[src/rtl/flag_ofs_pkg.sv]
// Package: shared types and helpers for the flag offset register unit.
// Assumes: the offset width never exceeds 32 bits.
package flag_ofs_pkg;

    // Which offset register an access sequence points at next.
    typedef enum logic {
        SEL_EMPTY = 1'b0,
        SEL_FULL  = 1'b1
    } ofs_sel_e;

    // Advance an alternating register selector.
    function automatic ofs_sel_e next_sel(input ofs_sel_e cur);
        return (cur == SEL_EMPTY) ? SEL_FULL : SEL_EMPTY;
    endfunction

endpackage

[src/rtl/flag_ofs_mode.sv]
// Module: flag_ofs_mode
// Latches the programming method from the access pin during master reset.
// Also supplies the default offset picked by that same pin level.
// Assumes: DEF_LO and DEF_HI are non-negative; they are truncated to AW bits.
module flag_ofs_mode #(
    parameter int AW     = 10,
    parameter int DEF_LO = 127,
    parameter int DEF_HI = 1023
) (
    input  logic          clk,
    input  logic          rst_n,
    input  logic          ofs_access,
    output logic          serial_mode,
    output logic [AW-1:0] dflt_ofs
);

    localparam logic [AW-1:0] LO_VAL = AW'(DEF_LO);
    localparam logic [AW-1:0] HI_VAL = AW'(DEF_HI);

    // Default value that master reset loads into both offsets.
    always_comb begin
        dflt_ofs = ofs_access ? HI_VAL : LO_VAL;
    end

    // Method latch: follows the access pin only while master reset is held.
    always_ff @(posedge clk) begin
        if (!rst_n) begin
            serial_mode <= ofs_access;
        end
    end

endmodule

[src/rtl/flag_ofs_writer.sv]
// Module: flag_ofs_writer
// Stores the empty and full offsets and applies parallel or serial writes to them.
// Parallel writes alternate empty -> full. Serial writes fill the empty offset and
// then the full offset, LSB first, one bit per enabled edge.
// Assumes: DW >= AW (the upper data bits are dropped).
module flag_ofs_writer
    import flag_ofs_pkg::*;
#(
    parameter int AW = 10,
    parameter int DW = 18
) (
    input  logic          clk,
    input  logic          rst_n,
    input  logic          part_rst_n,
    input  logic [AW-1:0] dflt_ofs,
    input  logic          serial_mode,
    input  logic          ofs_access,
    input  logic          wr_en,
    input  logic [DW-1:0] wdata,
    input  logic          ser_en,
    input  logic          ser_in,
    output logic [AW-1:0] empty_ofs,
    output logic [AW-1:0] full_ofs
);

    localparam int NREG  = 2;
    localparam int NBITS = NREG * AW;
    localparam int CW    = $clog2(NBITS);
    localparam logic [CW-1:0] LAST_BIT = CW'(NBITS - 1);

    ofs_sel_e        wr_sel;
    logic [CW-1:0]   bit_cnt;
    logic            par_we;
    logic            ser_we;
    logic [AW-1:0]   wr_val;
    logic [NREG-1:0][AW-1:0] ofs_q;
    logic [NREG-1:0]         reg_par_hit;
    logic [NREG-1:0][AW-1:0] reg_bit_hit;

    // Qualified write strobes for each programming method.
    always_comb begin
        par_we = part_rst_n && !serial_mode && ofs_access && wr_en;
        ser_we = part_rst_n && serial_mode && ser_en;
        wr_val = AW'(wdata);
    end

    // Parallel-write selector: restarts at the empty offset on any reset.
    always_ff @(posedge clk) begin
        if (!rst_n || !part_rst_n) begin
            wr_sel <= SEL_EMPTY;
        end else if (par_we) begin
            wr_sel <= next_sel(wr_sel);
        end
    end

    // Serial bit position: counts 0..2*AW-1, then wraps.
    always_ff @(posedge clk) begin
        if (!rst_n || !part_rst_n) begin
            bit_cnt <= '0;
        end else if (ser_we) begin
            bit_cnt <= (bit_cnt == LAST_BIT) ? '0 : bit_cnt + 1'b1;
        end
    end

    genvar r, b;
    generate
        for (r = 0; r < NREG; r++) begin : g_reg
            // Decode whether a parallel write targets this register.
            always_comb begin
                reg_par_hit[r] = par_we && (int'(wr_sel) == r);
            end

            for (b = 0; b < AW; b++) begin : g_bit
                // Decode whether the serial stream is at this bit of this register.
                always_comb begin
                    reg_bit_hit[r][b] = ser_we && (bit_cnt == CW'(r * AW + b));
                end
            end

            // Offset storage: reset default, parallel word, or single serial bit.
            always_ff @(posedge clk) begin
                if (!rst_n) begin
                    ofs_q[r] <= dflt_ofs;
                end else if (reg_par_hit[r]) begin
                    ofs_q[r] <= wr_val;
                end else if (|reg_bit_hit[r]) begin
                    ofs_q[r] <= (ofs_q[r] & ~reg_bit_hit[r]) | ({AW{ser_in}} & reg_bit_hit[r]);
                end
            end
        end
    endgenerate

    // Map the register array to named outputs.
    always_comb begin
        empty_ofs = ofs_q[SEL_EMPTY];
        full_ofs  = ofs_q[SEL_FULL];
    end

endmodule

[src/rtl/flag_ofs_reader.sv]
// Module: flag_ofs_reader
// Returns the offsets on the read path, alternating empty -> full, one per strobed read.
// Assumes: the offsets are zero-extended (or truncated) to DW bits.
module flag_ofs_reader
    import flag_ofs_pkg::*;
#(
    parameter int AW = 10,
    parameter int DW = 18
) (
    input  logic          clk,
    input  logic          rst_n,
    input  logic          part_rst_n,
    input  logic          ofs_access,
    input  logic          rd_en,
    input  logic [AW-1:0] empty_ofs,
    input  logic [AW-1:0] full_ofs,
    output logic [DW-1:0] rdata,
    output logic          rdata_valid
);

    ofs_sel_e      rd_sel;
    logic          rd_go;
    logic [AW-1:0] rd_pick;

    // Qualified read strobe and selected source value.
    always_comb begin
        rd_go   = part_rst_n && ofs_access && rd_en;
        rd_pick = (rd_sel == SEL_FULL) ? full_ofs : empty_ofs;
    end

    // Read-sequence selector: restarts at the empty offset on any reset.
    always_ff @(posedge clk) begin
        if (!rst_n || !part_rst_n) begin
            rd_sel <= SEL_EMPTY;
        end else if (rd_go) begin
            rd_sel <= next_sel(rd_sel);
        end
    end

    // Output register: cleared by master reset and held between reads.
    always_ff @(posedge clk) begin
        if (!rst_n) begin
            rdata <= '0;
        end else if (rd_go) begin
            rdata <= DW'(rd_pick);
        end
    end

    // Valid pulse: high only for the cycle after a read.
    always_ff @(posedge clk) begin
        if (!rst_n) begin
            rdata_valid <= 1'b0;
        end else begin
            rdata_valid <= rd_go;
        end
    end

endmodule

[src/rtl/flag_ofs_prog.sv]
// Module: flag_ofs_prog (top)
// Programmable flag offset register unit: it latches the method and defaults at
// master reset, programs the offsets serially or in parallel, and reads them back.
// Assumes: a single clock for writes and reads; both resets are synchronous, active low.
module flag_ofs_prog #(
    parameter int AW     = 10,
    parameter int DW     = 18,
    parameter int DEF_LO = 127,
    parameter int DEF_HI = 1023
) (
    input  logic          clk,
    input  logic          rst_n,
    input  logic          part_rst_n,
    input  logic          ofs_access,
    input  logic          wr_en,
    input  logic          rd_en,
    input  logic          ser_en,
    input  logic          ser_in,
    input  logic [DW-1:0] wdata,
    output logic [DW-1:0] rdata,
    output logic          rdata_valid,
    output logic [AW-1:0] empty_ofs,
    output logic [AW-1:0] full_ofs,
    output logic          serial_mode
);

    logic [AW-1:0] dflt_ofs;

    flag_ofs_mode #(
        .AW     (AW),
        .DEF_LO (DEF_LO),
        .DEF_HI (DEF_HI)
    ) u_mode (
        .clk         (clk),
        .rst_n       (rst_n),
        .ofs_access  (ofs_access),
        .serial_mode (serial_mode),
        .dflt_ofs    (dflt_ofs)
    );

    flag_ofs_writer #(
        .AW (AW),
        .DW (DW)
    ) u_writer (
        .clk         (clk),
        .rst_n       (rst_n),
        .part_rst_n  (part_rst_n),
        .dflt_ofs    (dflt_ofs),
        .serial_mode (serial_mode),
        .ofs_access  (ofs_access),
        .wr_en       (wr_en),
        .wdata       (wdata),
        .ser_en      (ser_en),
        .ser_in      (ser_in),
        .empty_ofs   (empty_ofs),
        .full_ofs    (full_ofs)
    );

    flag_ofs_reader #(
        .AW (AW),
        .DW (DW)
    ) u_reader (
        .clk         (clk),
        .rst_n       (rst_n),
        .part_rst_n  (part_rst_n),
        .ofs_access  (ofs_access),
        .rd_en       (rd_en),
        .empty_ofs   (empty_ofs),
        .full_ofs    (full_ofs),
        .rdata       (rdata),
        .rdata_valid (rdata_valid)
    );

endmodule

[config.mk]
export PLATFORM = sky130hd
export DESIGN_NAME = flag_ofs_prog
export DESIGN_NICKNAME = d
export VERILOG_FILES = /design/src/rtl/flag_ofs_pkg.sv /design/src/rtl/flag_ofs_mode.sv /design/src/rtl/flag_ofs_writer.sv /design/src/rtl/flag_ofs_reader.sv /design/src/rtl/flag_ofs_prog.sv
export SDC_FILE = /design/constraint.sdc
export NUM_CORES = 1
export LEC_CHECK = 0
export BUFFER_PORTS_ARGS = -buffer_cell sky130_fd_sc_hd__buf_2
export CAP_MARGIN = 20
export CORE_MARGIN = 5
export CORE_UTILIZATION = 56
export DETAILED_ROUTE_END_ITERATION = 10
export HOLD_SLACK_MARGIN = 0.02
export PLACE_DENSITY = 0.87
export SLEW_MARGIN = 0
export SYNTH_ARGS = -nofsm -noshare
export SYNTH_HDL_FRONTEND = slang
export SYNTH_SLANG_ARGS = --single-unit
[constraint.sdc]
create_clock -name clk -period 3.5 [get_ports clk]
set_input_delay 0.525 -clock clk [delete_from_list [all_inputs] [get_ports clk]]
set_output_delay 0.525 -clock clk [all_outputs]
set_load 0.05 [all_outputs]
After elaboration in Yosys (flattened, before gate mapping):

Cells that the tools add are included.
Widths: inputs -> output; s select.

* flip-flop bits (word level): 39
* output and inout bits: 40
* bits of input ports: 26

* equality and inequality tests: 21
* multiplexer cells: 11
* add/sub/neg operators: 1
* bitwise gates (word level): 9
* reductions and logical operators: 36

Operators by type and width (count)
* $mux 10: 8
* $and 10x10->10: 4
* $eq 5x4->1 const B: 8
* $logic_and 1x1->1: 29
* $eq 5x3->1 const B: 4
* $eq 5x5->1 const B: 4
* $not 10->10: 2
* $or 10x10->10: 2
* $reduce_or 10->1: 2
* $eq 5x2->1 const B: 2
* $ne 3x1->1 const B: 2
* $add 5x1->5 const B: 1
* $eq 5x1->1 const B: 1
* $logic_not 5->1: 1
* $mux 5: 1
* $logic_not 1->1: 3
* $mux 1: 2
* $logic_or 1x1->1: 1
* $not 1->1: 1

Depth between registers and ports, before layout:

Gate-level depths: netlist of run 1.

* depth in word-level cells: 9
* mapped depth: 7
* depth with buffers taken out: 6

By module:

From an unflattened synthesis of run 1, not the netlist that was laid out.

* cell total of the unflattened synthesis: 249
* area, all modules: 2401.1 um^2

By module, submodules not included
* flag_ofs_writer: instances 1, cells each 172, seq. area each 720.7 um^2, area an instance 1625.3 um^2
* flag_ofs_reader: instances 1, cells each 64, seq. area each 240.2 um^2, area an instance 663.1 um^2
* flag_ofs_mode: instances 1, cells each 13, seq. area each 30.0 um^2, area an instance 112.6 um^2

Worst setup path after synthesis of run 1:

Ideal clock, no wire load.

* path kind: register to register
* start point: reg u_mode.serial_mode
* end point: reg u_writer.ofs_q, in the netlist u_writer.empty_ofs[0], enable pin
* stages on the path, launching flop included: 6
* arrival: 1.735 ns
* path buffers: 1
* setup slack: 1.441 ns
* required time: 3.177 ns
* cell sequence: edfxtp_1 -> nand3_1 -> buf_2 -> a2111oi_0 -> a311oi_1 -> nand2_1

* word-level cells in the longest chain between the ends: 6
* elaborated cells on any way between the ends: 19
* those cells by class: eq/ne (1); reduce/logical (18)

Ends and longest elaborated chain
* from (decl): line flag_ofs_mode.sv:13 `output logic serial_mode,`
* from (signal assigned): line flag_ofs_mode.sv:28 `serial_mode <= ofs_access;`
* parallel branches: the longest is 5 deep, another holds $reduce_or 10->1
* $ne 3x1->1 (no source line) (*)
* to (signal, indexed assignment): line flag_ofs_writer.sv:83 `ofs_q[r] <= dflt_ofs;`
* to (signal, indexed assignment): line flag_ofs_writer.sv:85 `ofs_q[r] <= wr_val;`
* to (signal, indexed assignment): line flag_ofs_writer.sv:87 `ofs_q[r] <= (ofs_q[r] & ~reg_bit_hit[r]) | ({AW{ser_in}} & reg_bit_hit[r]);`
* to (decl): line flag_ofs_writer.sv:36 `logic [NREG-1:0][AW-1:0] ofs_q;`

Every way passes the cells marked *.
A chain may end at the register's enable or synchronous reset.

Worst setup path after layout of run 1:

* start point: reg u_mode.serial_mode
* end point: reg u_writer.ofs_q, in the netlist u_writer.full_ofs[0], enable pin

The elaborated chain is that of the path after synthesis.

==> key figures, run 1 <==
Outcome
  • Outcome: finished clean

Die
  • Core area: 0.00397 mm^2
  • Die area: 0.00546 mm^2
  • Core Rows: 23
  • Die span in y: 73.9 um
  • Die width: 73.9 um
  • Initial core utilization: 57.6%
  • I/O pin cnt: 66

Synth
  • Sequential share of the synthesized area: 43.3%
  • Post-synth EDFFs: 21
  • Synth Area per Inst: 9.23 um^2
  • Largest family of logic cells by synthesized area: compound AO/OA/AOI/OAI gates
  • Top cells by area, synth: edfxtp_1, dfxtp_1, a211oi_1
  • Synth Flop Type: edfxtp_1
  • Mapped cell area: 0.00229 mm^2
  • Commonest cells post-synth: nor2_1, edfxtp_1, a211oi_1, nand2_1, dfxtp_1
  • Count leader, synth: nor2_1
  • Simple-gate area share of the yosys netlist: 18.2%
  • Async S/R FF share, synth: 0%
  • Post-Synth XOR/XNOR Area: 1.15%
  • Synth cell types: 42
  • Post-synthesis adder-cell area fraction: 2.73%
  • Post-synthesis compound-gate area fraction: 22.7%
  • Yosys top cell by area: edfxtp_1
  • Post-synthesis mux area share: 4.81%
  • Synth warn: 0
  • Synth Register Bits: 39
  • Synth top area share: 27.6%
  • Synth Instances: 248

Clocking
  • Clock root buffer: clkbuf_8
  • Clock Tree Buf Depth: 2
  • Hold_buf cts: 0
  • Setup bufs post-CTS: 0
  • Worst-Skew Late Latency: 0.29 ns
  • Post-cts sizing count: 0
  • Num Clock Sinks: 39
  • Htree depth: 2
  • Clk pin slew, worst setup/hold paths: 0.07 ns
  • CTS Buf Count: 5
  • CTS tree: yes

Critical path
  • Startpoint Class: register
  • CP Capture Type: register
  • Critical Path AT: 2.13 ns
  • Crit Path Category: register to register
  • Critical Path RT: 3.44 ns
  • Critical path peak fanout: 15

Layout
  • Non-Filler Instances: 340
  • Inserted Diodes: 0
  • Final Net Count: 320
  • Util after Layout: 64.9%
  • Share of cells above drive strength 1: 20.3%
  • Area Growth Syn to Fin: 12.6%
  • Final Cell Area: 0.00258 mm^2

GRT
  • Overflow after GRT: 0
  • Total Routing Usage GR: 21.3%
  • Largest net degree at the start of global routing: 24
  • Initial antenna violation count: 0
  • Vias in the first global route: 1885
  • First-pass GRT wire length: 8.93 mm

Detailed routing
  • # DRC: 0
  • Drt via density: 6.09
  • DR WL/cell: 16.4 um
  • Via Count: 2069
  • DR iter-0 viols: 224
  • Detailed Route WL: 5.57 mm
  • DR pass1 iterations: 4
  • DRT antenna net count: 0

Placed design
  • Dpl hpwl: 4.14 mm
  • Port bufs: 49
  • Post-Place Worst Slack: 1.14 ns
  • GPL Wtd Cong: 0.916
  • Placed insts: 332
  • Post-DP Area: 0.00249 mm^2

STA
  • Unrepaired setup endpoints after global routing: false
  • Slew headroom: 53.7%
  • Number of setup violations in the final report: 0
  • Slew @ Worst Pin: 0.695 ns
  • Max Slew Vio Count: 0
  • Sum Neg Setup Slack: 0 ns
  • Fmax: 0.458 GHz
  • Post-route setup slack: 1.31 ns
  • Fin crit period: 2.19 ns
  • Fin. Hold Viols: 0
  • Final hold slack: 0.493 ns
  • Worst Clk Skew: 0.00440 ns
  • Crit share post-route: 62.4%

Power and ir drop
  • Power, Total: 0.969 mW
  • Static Leak: 0.951 nW
  • Max rail drop VDD: 0.163 mV
  • Cell Pwr Density: 376 mW/mm^2

Flow run
  • Maxcap violations: 0

Min path
  • Worst hold path class: register to register
[layer usage]
layer	GRT usage [%]	part of all wire, %	vias up
met3	5.47	8.7	16
met1	26.7	39	948
met5	0	0	-
met4	9.26	2.5	0
met2	34.6	49	115
li1	-	-	990
[worst paths after layout]
kind | from | end | slack [ns] | cells after the start
max | u_mode.serial_mode | u_writer.full_ofs[0] | 1.31 | 4
max reg2reg | u_mode.serial_mode | u_writer.full_ofs[0] | 1.31 | 4
min reg2reg | u_reader.rdata[4] | u_reader.rdata[4] | 0.49 | 2
min | u_reader.rdata[4] | u_reader.rdata[4] | 0.49 | 2
[cells in the final DEF, fill, tap and decap left out, types with 3 or more instances in the layout]
cell      synthesis  routed
buf_2             6      49
nor2_1           39      39
edfxtp_1         21      21
nand2_1          20      20
a211oi_1         20      20
dfxtp_1          18      18
mux2i_1          11      11
o21ai_0           9       9
o31a_1            9       9
o21ai_1           8       8
conb_1            1       8
nand2b_1          7       7
nor2b_1           5       5
ha_1              5       5
clkbuf_8          0       5
inv_1             4       4
a21oi_1           4       4
a21o_1            4       4
o31ai_1           4       4
o311a_1           4       4
and3_1            3       3
a221oi_1          3       3
a32oi_1           3       3
[power by group]
group          switching [mW]  internal (mW)
clock                   0.154          0.140
sequential             0.0119          0.499
combinational           0.124         0.0395
total                   0.290          0.679
[area by class of cell]
type                       count  area [um^2]
timing repair buffer          51          260
fill                         334         1400
tap                           50         62.6
clock buffer                   7         76.3
sequential                    39          991
clock inverter                 1         5.00
multi-input combinational    188         1170
inverter                       4         15.0
[worst max-delay path: stages, from the launching register on]
cell and delay (ns):
edfxtp_1 0.44, nand3_1 0.47, nor3_2 0.46, nand2_1 0.09
nand4b_1 0.37
[kinds of logic (layout without fill, tap and decap cells)]
| group | count (synthesis) | in the layout |
|---|---|---|
| simple gates | 89 | 89 |
| compound gates | 72 | 72 |
| flops | 39 | 39 |
| buf+inv | 28 | 63 |
| mux | 11 | 11 |
| fa+ha+maj | 5 | 5 |
| xor+xnor | 3 | 3 |
| other cells | 1 | 8 |
No activity file was read; power rests on OpenSTA's default activity.
==> run 2: changes to the inputs <==
- CORE_UTILIZATION: 56 -> 47
- PLACE_DENSITY: 0.87 -> 0.78
- clock period: 3.5 -> 1.82 ns (I/O delays scaled with it)
==> run 2 against run 1 <==
Die area increased by 16%; final cell count increased by 12%; via count increased by 4.3%.
==> key figures, run 2 (same netlist as run 1, synthesis figures left out) <==
Detailed routing
  • DR WL/cell: 16.6 um (was 16.4 um)
  • Drt via density: 5.68 (was 6.09)
  • # DRC: 0 (unchanged)
  • Via Count: 2158 (was 2069)
  • Detailed Route WL: 6.31 mm (was 5.57 mm)
  • DRT antenna net count: 0 (unchanged)
  • DR pass1 iterations: 4 (unchanged)
  • DR iter-0 viols: 274 (was 224)

Power and ir drop
  • Switch share: 28.6% (was 29.9%)
  • Flop pwr share: 46.8% (was 52.8%)
  • Combinational cell fraction of total power: 17.0% (was 16.9%)
  • Static Leak: 1.11 nW (was 0.951 nW)
  • P_int: 1.49 mW (was 0.679 mW)
  • Cell Pwr Density: 715 mW/mm^2 (was 376 mW/mm^2)
  • Switching power total: 0.597 mW (was 0.290 mW)
  • Clk pwr share: 36.2% (was 30.4%)
  • Max rail drop VDD: 0.365 mV (was 0.163 mV)

Critical path
  • Critical Path RT: 1.87 ns (was 3.44 ns)
  • CP Capture Type: register (unchanged)
  • Worst R2R Path Depth: 6 (was 4)
  • Startpoint Class: register (unchanged)
  • Critical path peak fanout: 5 (was 15)
  • Worst reg2reg path endpoint: u_writer.full_ofs[0] (unchanged)
  • Critical Path AT: 1.80 ns (was 2.13 ns)
  • R2R Setup Slk: 0.07 ns (was 1.31 ns)
  • Crit Path Category: register to register (unchanged)
  • R2r startpoint: u_writer.bit_cnt[0] (was u_mode.serial_mode)
  • CP Launch Point: u_writer.bit_cnt[0] (was u_mode.serial_mode)

GRT
  • Largest net degree at the start of global routing: 23 (was 24)
  • Overflow after GRT: 0 (unchanged)
  • Total Routing Usage GR: 20.5% (was 21.3%)
  • Initial antenna violation count: 0 (unchanged)
  • First-pass GRT wire length: 10.2 mm (was 8.93 mm)
  • Vias in the first global route: 2064 (was 1885)

STA
  • Unrepaired setup endpoints after global routing: true (was false)
  • Crit share post-route: 96.0% (was 62.4%)
  • Fmax: 0.572 GHz (was 0.458 GHz)
  • Post-route setup slack: 0.0722 ns (was 1.31 ns)
  • Number of setup violations in the final report: 0 (unchanged)
  • Final hold slack: 0.251 ns (was 0.493 ns)
  • Slew @ Worst Pin: 0.494 ns (was 0.695 ns)
  • Max Slew Vio Count: 0 (unchanged)
  • Slew headroom: 66.7% (was 53.7%)
  • Worst Clk Skew: 0.00430 ns (was 0.00440 ns)
  • Fin crit period: 1.75 ns (was 2.19 ns)
  • Fin. Hold Viols: 0 (unchanged)

Die
  • Core Rows: 25 (was 23)
  • Die width: 79.8 um (was 73.9 um)
  • Core area: 0.00472 mm^2 (was 0.00397 mm^2)
  • Die area: 0.00636 mm^2 (was 0.00546 mm^2)
  • I/O pin cnt: 66 (unchanged)
  • Initial core utilization: 48.5% (was 57.6%)
  • Die span in y: 79.8 um (was 73.9 um)

Layout
  • Inserted Diodes: 0 (unchanged)
  • Share of cells above drive strength 1: 33.2% (was 20.3%)
  • Commonest non-fill, non-tap cell in the layout: buf_2 (unchanged)
  • Final Net Count: 343 (was 320)
  • Most frequent cells in the layout: buf_2, nor2_1, buf_4, edfxtp_1, a211oi_1 (was buf_2, nor2_1, edfxtp_1, nand2_1, a211oi_1)
  • Area Growth Syn to Fin: 27.7% (was 12.6%)

Min path
  • Worst hold path class: primary input to register (was register to register)
  • Worst Hold Depth: 1 (was 2)
  • Worst hold path startpoint: ofs_access (was u_reader.rdata[4])
  • End of the worst hold path: u_mode.serial_mode (was u_reader.rdata[4])

Placed design
  • Port bufs: 49 (unchanged)
  • Post-Place Worst Slack: -0.0200 ns (was 1.14 ns)
  • GPL Wtd Cong: 0.934 (was 0.916)
  • Dpl hpwl: 4.78 mm (was 4.14 mm)

Clocking
  • CTS tree: yes (unchanged)
  • Hold_buf cts: 0 (unchanged)
  • Clock Tree Buf Depth: 2 (unchanged)
  • Htree depth: 2 (unchanged)
  • Clock root buffer: clkbuf_8 (unchanged)
  • Clk pin slew, worst setup/hold paths: 0.08 ns (was 0.07 ns)
  • Worst-Skew Late Latency: 0.29 ns (about the same)
  • Num Clock Sinks: 39 (unchanged)
  • CTS Buf Count: 5 (unchanged)

Outcome
  • Outcome: finished clean (unchanged)

Flow run
  • Maxcap violations: 0 (unchanged)
-- run 2: critical path, stage by stage, from the launching register on --
cell and delay, ns:
dfxtp_4 0.36, inv_1 0.09, ha_1 0.24, nand2b_1 0.18
o31a_1 0.33, a211oi_1 0.21, o21ai_1 0.10
-- run 2: layout make-up --
type	count	area, um^2
fillers	397	1800
multi-input cells	188	1270
flip-flops and latches	39	1000
repair buffers	74	433
clock buffers	8	123
well taps	67	83.8
inverters	4	15.0
-- run 2: worst max path at each step --
stage / cells past startpoint / endpoint
floorplan: 5 / u_writer.full_ofs[0]
global placement: 6 / u_writer.full_ofs[5]
detailed placement: 7 / u_writer.empty_ofs[3]
CTS: 8 / u_writer.full_ofs[5]
global route: 6 / u_writer.full_ofs[0]
finish: 6 / u_writer.full_ofs[0]
-- run 2: power by group through the flow --
stage / clock [mW] / sequential [mW] / combinational [mW]
final: 0.756 / 0.978 / 0.354
after global routing: 0.817 / 0.982 / 0.374
after CTS: 0.758 / 0.980 / 0.348
after detailed placement: 0 / 1.00 / 0.345
after floorplan: 0 / 1.09 / 0.164
after global placement: 0 / 0.999 / 0.340
-- run 2: timing repair --
action / 4_1_cts / 5_1_grt
gates resized for setup: 3 / 15
pin swaps: 0 / 4
endpoints found under the setup margin: 14 / 23
buffers inserted: 0 / 1
-- run 2: per-layer routing --
metal	vias to the layer above	share of wire, %	GRT usage (%)
met2	104	51	35.0
met3	8	7.2	4.40
met1	1015	41	26.1
li1	1031	-	-
met5	-	0	0
met4	0	0.95	6.08
-- run 2: per-stage QoR --
stage | total power, mW | area, um^2 | std cells | TNS [ns] | util [%]
final | 2.09 | 2920 | 380 | 0 | 61.9
after global routing | 2.17 | 2920 | 380 | -0.00850 | 61.9
after CTS | 2.09 | 2870 | 379 | 0 | 60.8
after detailed placement | 1.35 | 2740 | 371 | -0.179 | 57.9
after global placement | 1.34 | 2740 | 371 | 0 | 57.9
after floorplan | 1.26 | 2400 | 255 | -1.09 | -
==> run 3: changes to the inputs <==
- MAX_ROUTING_LAYER: unset -> met4
==> run 3 against run 2 <==
Final cell count down 0.53%; first-iteration DRC count decreased by 17%; via count decreased by 3.1%; total power up 5.0%; maximum frequency is 0.65% higher; sequential power hardly changed; sequential share of layout area shrank 0.25 points; clock power grew 14%; critical path depth increased by 1; utilization grew 0.29 points; worst hold slack better by 0.053 ns.
==> key figures, run 3 (same netlist as run 1, synthesis figures left out) <==
Outcome
  • Outcome: finished clean (unchanged)

Critical path
  • Critical path peak fanout: 7 (was 5)
  • CP max stage cell: dfxtp_4 (unchanged)
  • Critical Path RT: 1.81 ns (was 1.87 ns)
  • CP cell instances: inv_1 > ha_2 > nor2_4 > buf_4 > a2111oi_4 > a311oi_2 > nand2_2 (was inv_1 > ha_1 > nand2b_1 > o31a_1 > a211oi_1 > o21ai_1)
  • CP Capture Type: register (unchanged)
  • Crit path buf inv count: 2 (was 1)
  • Family with the most delay on the worst path: flip-flops (was compound AO/OA/AOI/OAI gates)
  • Crit Path Category: register to register (unchanged)
  • Critical Path AT: 1.73 ns (was 1.80 ns)
  • Startpoint Class: register (unchanged)
  • Largest stage delay, worst path: 0.37 ns (was 0.36 ns)

GRT
  • Overflow after GRT: 0 (unchanged)
  • Initial antenna violation count: 0 (unchanged)
  • Vias in the first global route: 2033 (was 2064)
  • Total Routing Usage GR: 20.6% (was 20.5%)
  • First-pass GRT wire length: 10.0 mm (was 10.2 mm)
  • Largest net degree at the start of global routing: 23 (unchanged)

Placed design
  • GPL Wtd Cong: 0.929 (was 0.934)
  • Dpl hpwl: 4.58 mm (was 4.78 mm)
  • Post-DP Area: 0.00274 mm^2 (about the same)
  • Post-Place Worst Slack: -0.0576 ns (was -0.0200 ns)
  • Port bufs: 49 (unchanged)

Clocking
  • Worst-Skew Late Latency: 0.29 ns (about the same)
  • CTS tree: yes (unchanged)
  • Clock Tree Buf Depth: 2 (unchanged)
  • Clock root buffer: clkbuf_8 (unchanged)
  • Clk pin slew, worst setup/hold paths: 0.08 ns (about the same)
  • Setup bufs post-CTS: 0 (unchanged)
  • Num Clock Sinks: 39 (unchanged)
  • Htree depth: 2 (unchanged)
  • Hold_buf cts: 0 (unchanged)
  • CTS Buf Count: 5 (unchanged)

Die
  • Die width: 79.8 um (unchanged)
  • Initial core utilization: 48.5% (unchanged)
  • Die area: 0.00636 mm^2 (unchanged)
  • Core area: 0.00472 mm^2 (unchanged)
  • Die span in y: 79.8 um (unchanged)
  • I/O pin cnt: 66 (unchanged)
  • Core Rows: 25 (unchanged)

STA
  • Worst Clk Skew: 0.00552 ns (was 0.00430 ns)
  • Number of setup violations in the final report: 0 (unchanged)
  • Fin. Hold Viols: 0 (unchanged)
  • Crit share post-route: 95.4% (was 96.0%)
  • Fmax: 0.576 GHz (was 0.572 GHz)
  • Post-route setup slack: 0.0835 ns (was 0.0722 ns)
  • Fin crit period: 1.74 ns (was 1.75 ns)
  • Sum Neg Setup Slack: 0 ns (unchanged)
  • Final hold slack: 0.304 ns (was 0.251 ns)
  • Max Slew Vio Count: 0 (unchanged)

Detailed routing
  • # DRC: 0 (unchanged)
  • DR WL/cell: 16.0 um (was 16.6 um)
  • DR pass1 iterations: 4 (unchanged)
  • DR iter-0 viols: 228 (was 274)
  • Detailed Route WL: 6.05 mm (was 6.31 mm)
  • Drt via density: 5.53 (was 5.68)
  • Via Count: 2092 (was 2158)
  • DRT antenna net count: 0 (unchanged)

Power and ir drop
  • Cell Pwr Density: 747 mW/mm^2 (was 715 mW/mm^2)
  • Static Leak: 1.11 nW (about the same)
  • Max rail drop VDD: 0.322 mV (was 0.365 mV)

Layout
  • Share of cells above drive strength 1: 32.8% (was 33.2%)
  • Area Growth Syn to Fin: 28.3% (was 27.7%)
  • Inserted Diodes: 0 (unchanged)
  • Commonest non-fill, non-tap cell in the layout: buf_2 (unchanged)
  • Most frequent cells in the layout: buf_2, nor2_1, buf_4, edfxtp_1, a211oi_1 (unchanged)
  • Final Cell Area: 0.00294 mm^2 (was 0.00292 mm^2)
  • Final Net Count: 341 (was 343)

Min path
  • Worst hold path class: primary input to register (unchanged)

Flow run
  • Maxcap violations: 0 (unchanged)
[run 3: cell types whose count changed in the layout (fill, tap and decap cells not counted), sizes merged]
cell	delta
buf	-2
bufinv	+2
clkbuf	-2
[run 3: path summary, 6_finish.rpt]
path | from | to | slack (ns) | depth (start not counted)
hold reg to reg | u_reader.rdata[8] | u_reader.rdata[8] | 0.50 | 2
setup reg to reg | u_writer.bit_cnt[0] | u_writer.empty_ofs[5] | 0.08 | 7
hold / removal | wdata[5] | u_writer.full_ofs[5] | 0.30 | 3
setup / recovery | u_writer.bit_cnt[0] | u_writer.empty_ofs[5] | 0.08 | 7
[run 3: worst min-delay path, delay by kind of cell]
kind | cells | cell delay, ns
buffers and inverters | 1 | 0.09
AOI/OAI and AO/OA | 1 | 0.07
and+or+nand+nor | 1 | 0.05
[run 3: what timing repair did]
item	4_1_cts	5_1_grt
endpoints found under the setup margin	15	22
resized for setup	3	13
pin swaps	1	0
[run 3: area by class of cell]
class | instances | area, um^2
inverter | 4 | 15.0
multi-input combinational | 188 | 1280
tap | 67 | 83.8
clock inverter | 2 | 60.1
timing repair buffer | 72 | 430
clock buffer | 6 | 72.6
sequential | 39 | 997
fill | 388 | 1790
[run 3: report_power, final]
part	switching, mW	internal, mW	leakage, nW
Clock	0.315	0.548	0.0654
Combinational	0.254	0.0956	0.721
Sequential	0.0210	0.959	0.323
Total	0.590	1.60	1.11
[run 3: metrics by stage]
step                power (mW)  util [%]  std cells
floorplan                 1.26         -        255
global placement          1.34      58.0        370
detailed placement        1.34      58.0        370
CTS                       2.20      61.1        378
global route              2.27      62.1        378
finish                    2.19      62.1        378
[run 3: routing by layer]
metal / vias up / share of wire [%] / global-route usage (%)
met1: 992 / 42 / 25.3
met5: - / 0 / -
met2: 68 / 51 / 34.6
met4: 0 / 0.41 / 6.08
met3: 4 / 6.9 / 4.06
li1: 1028 / - / -
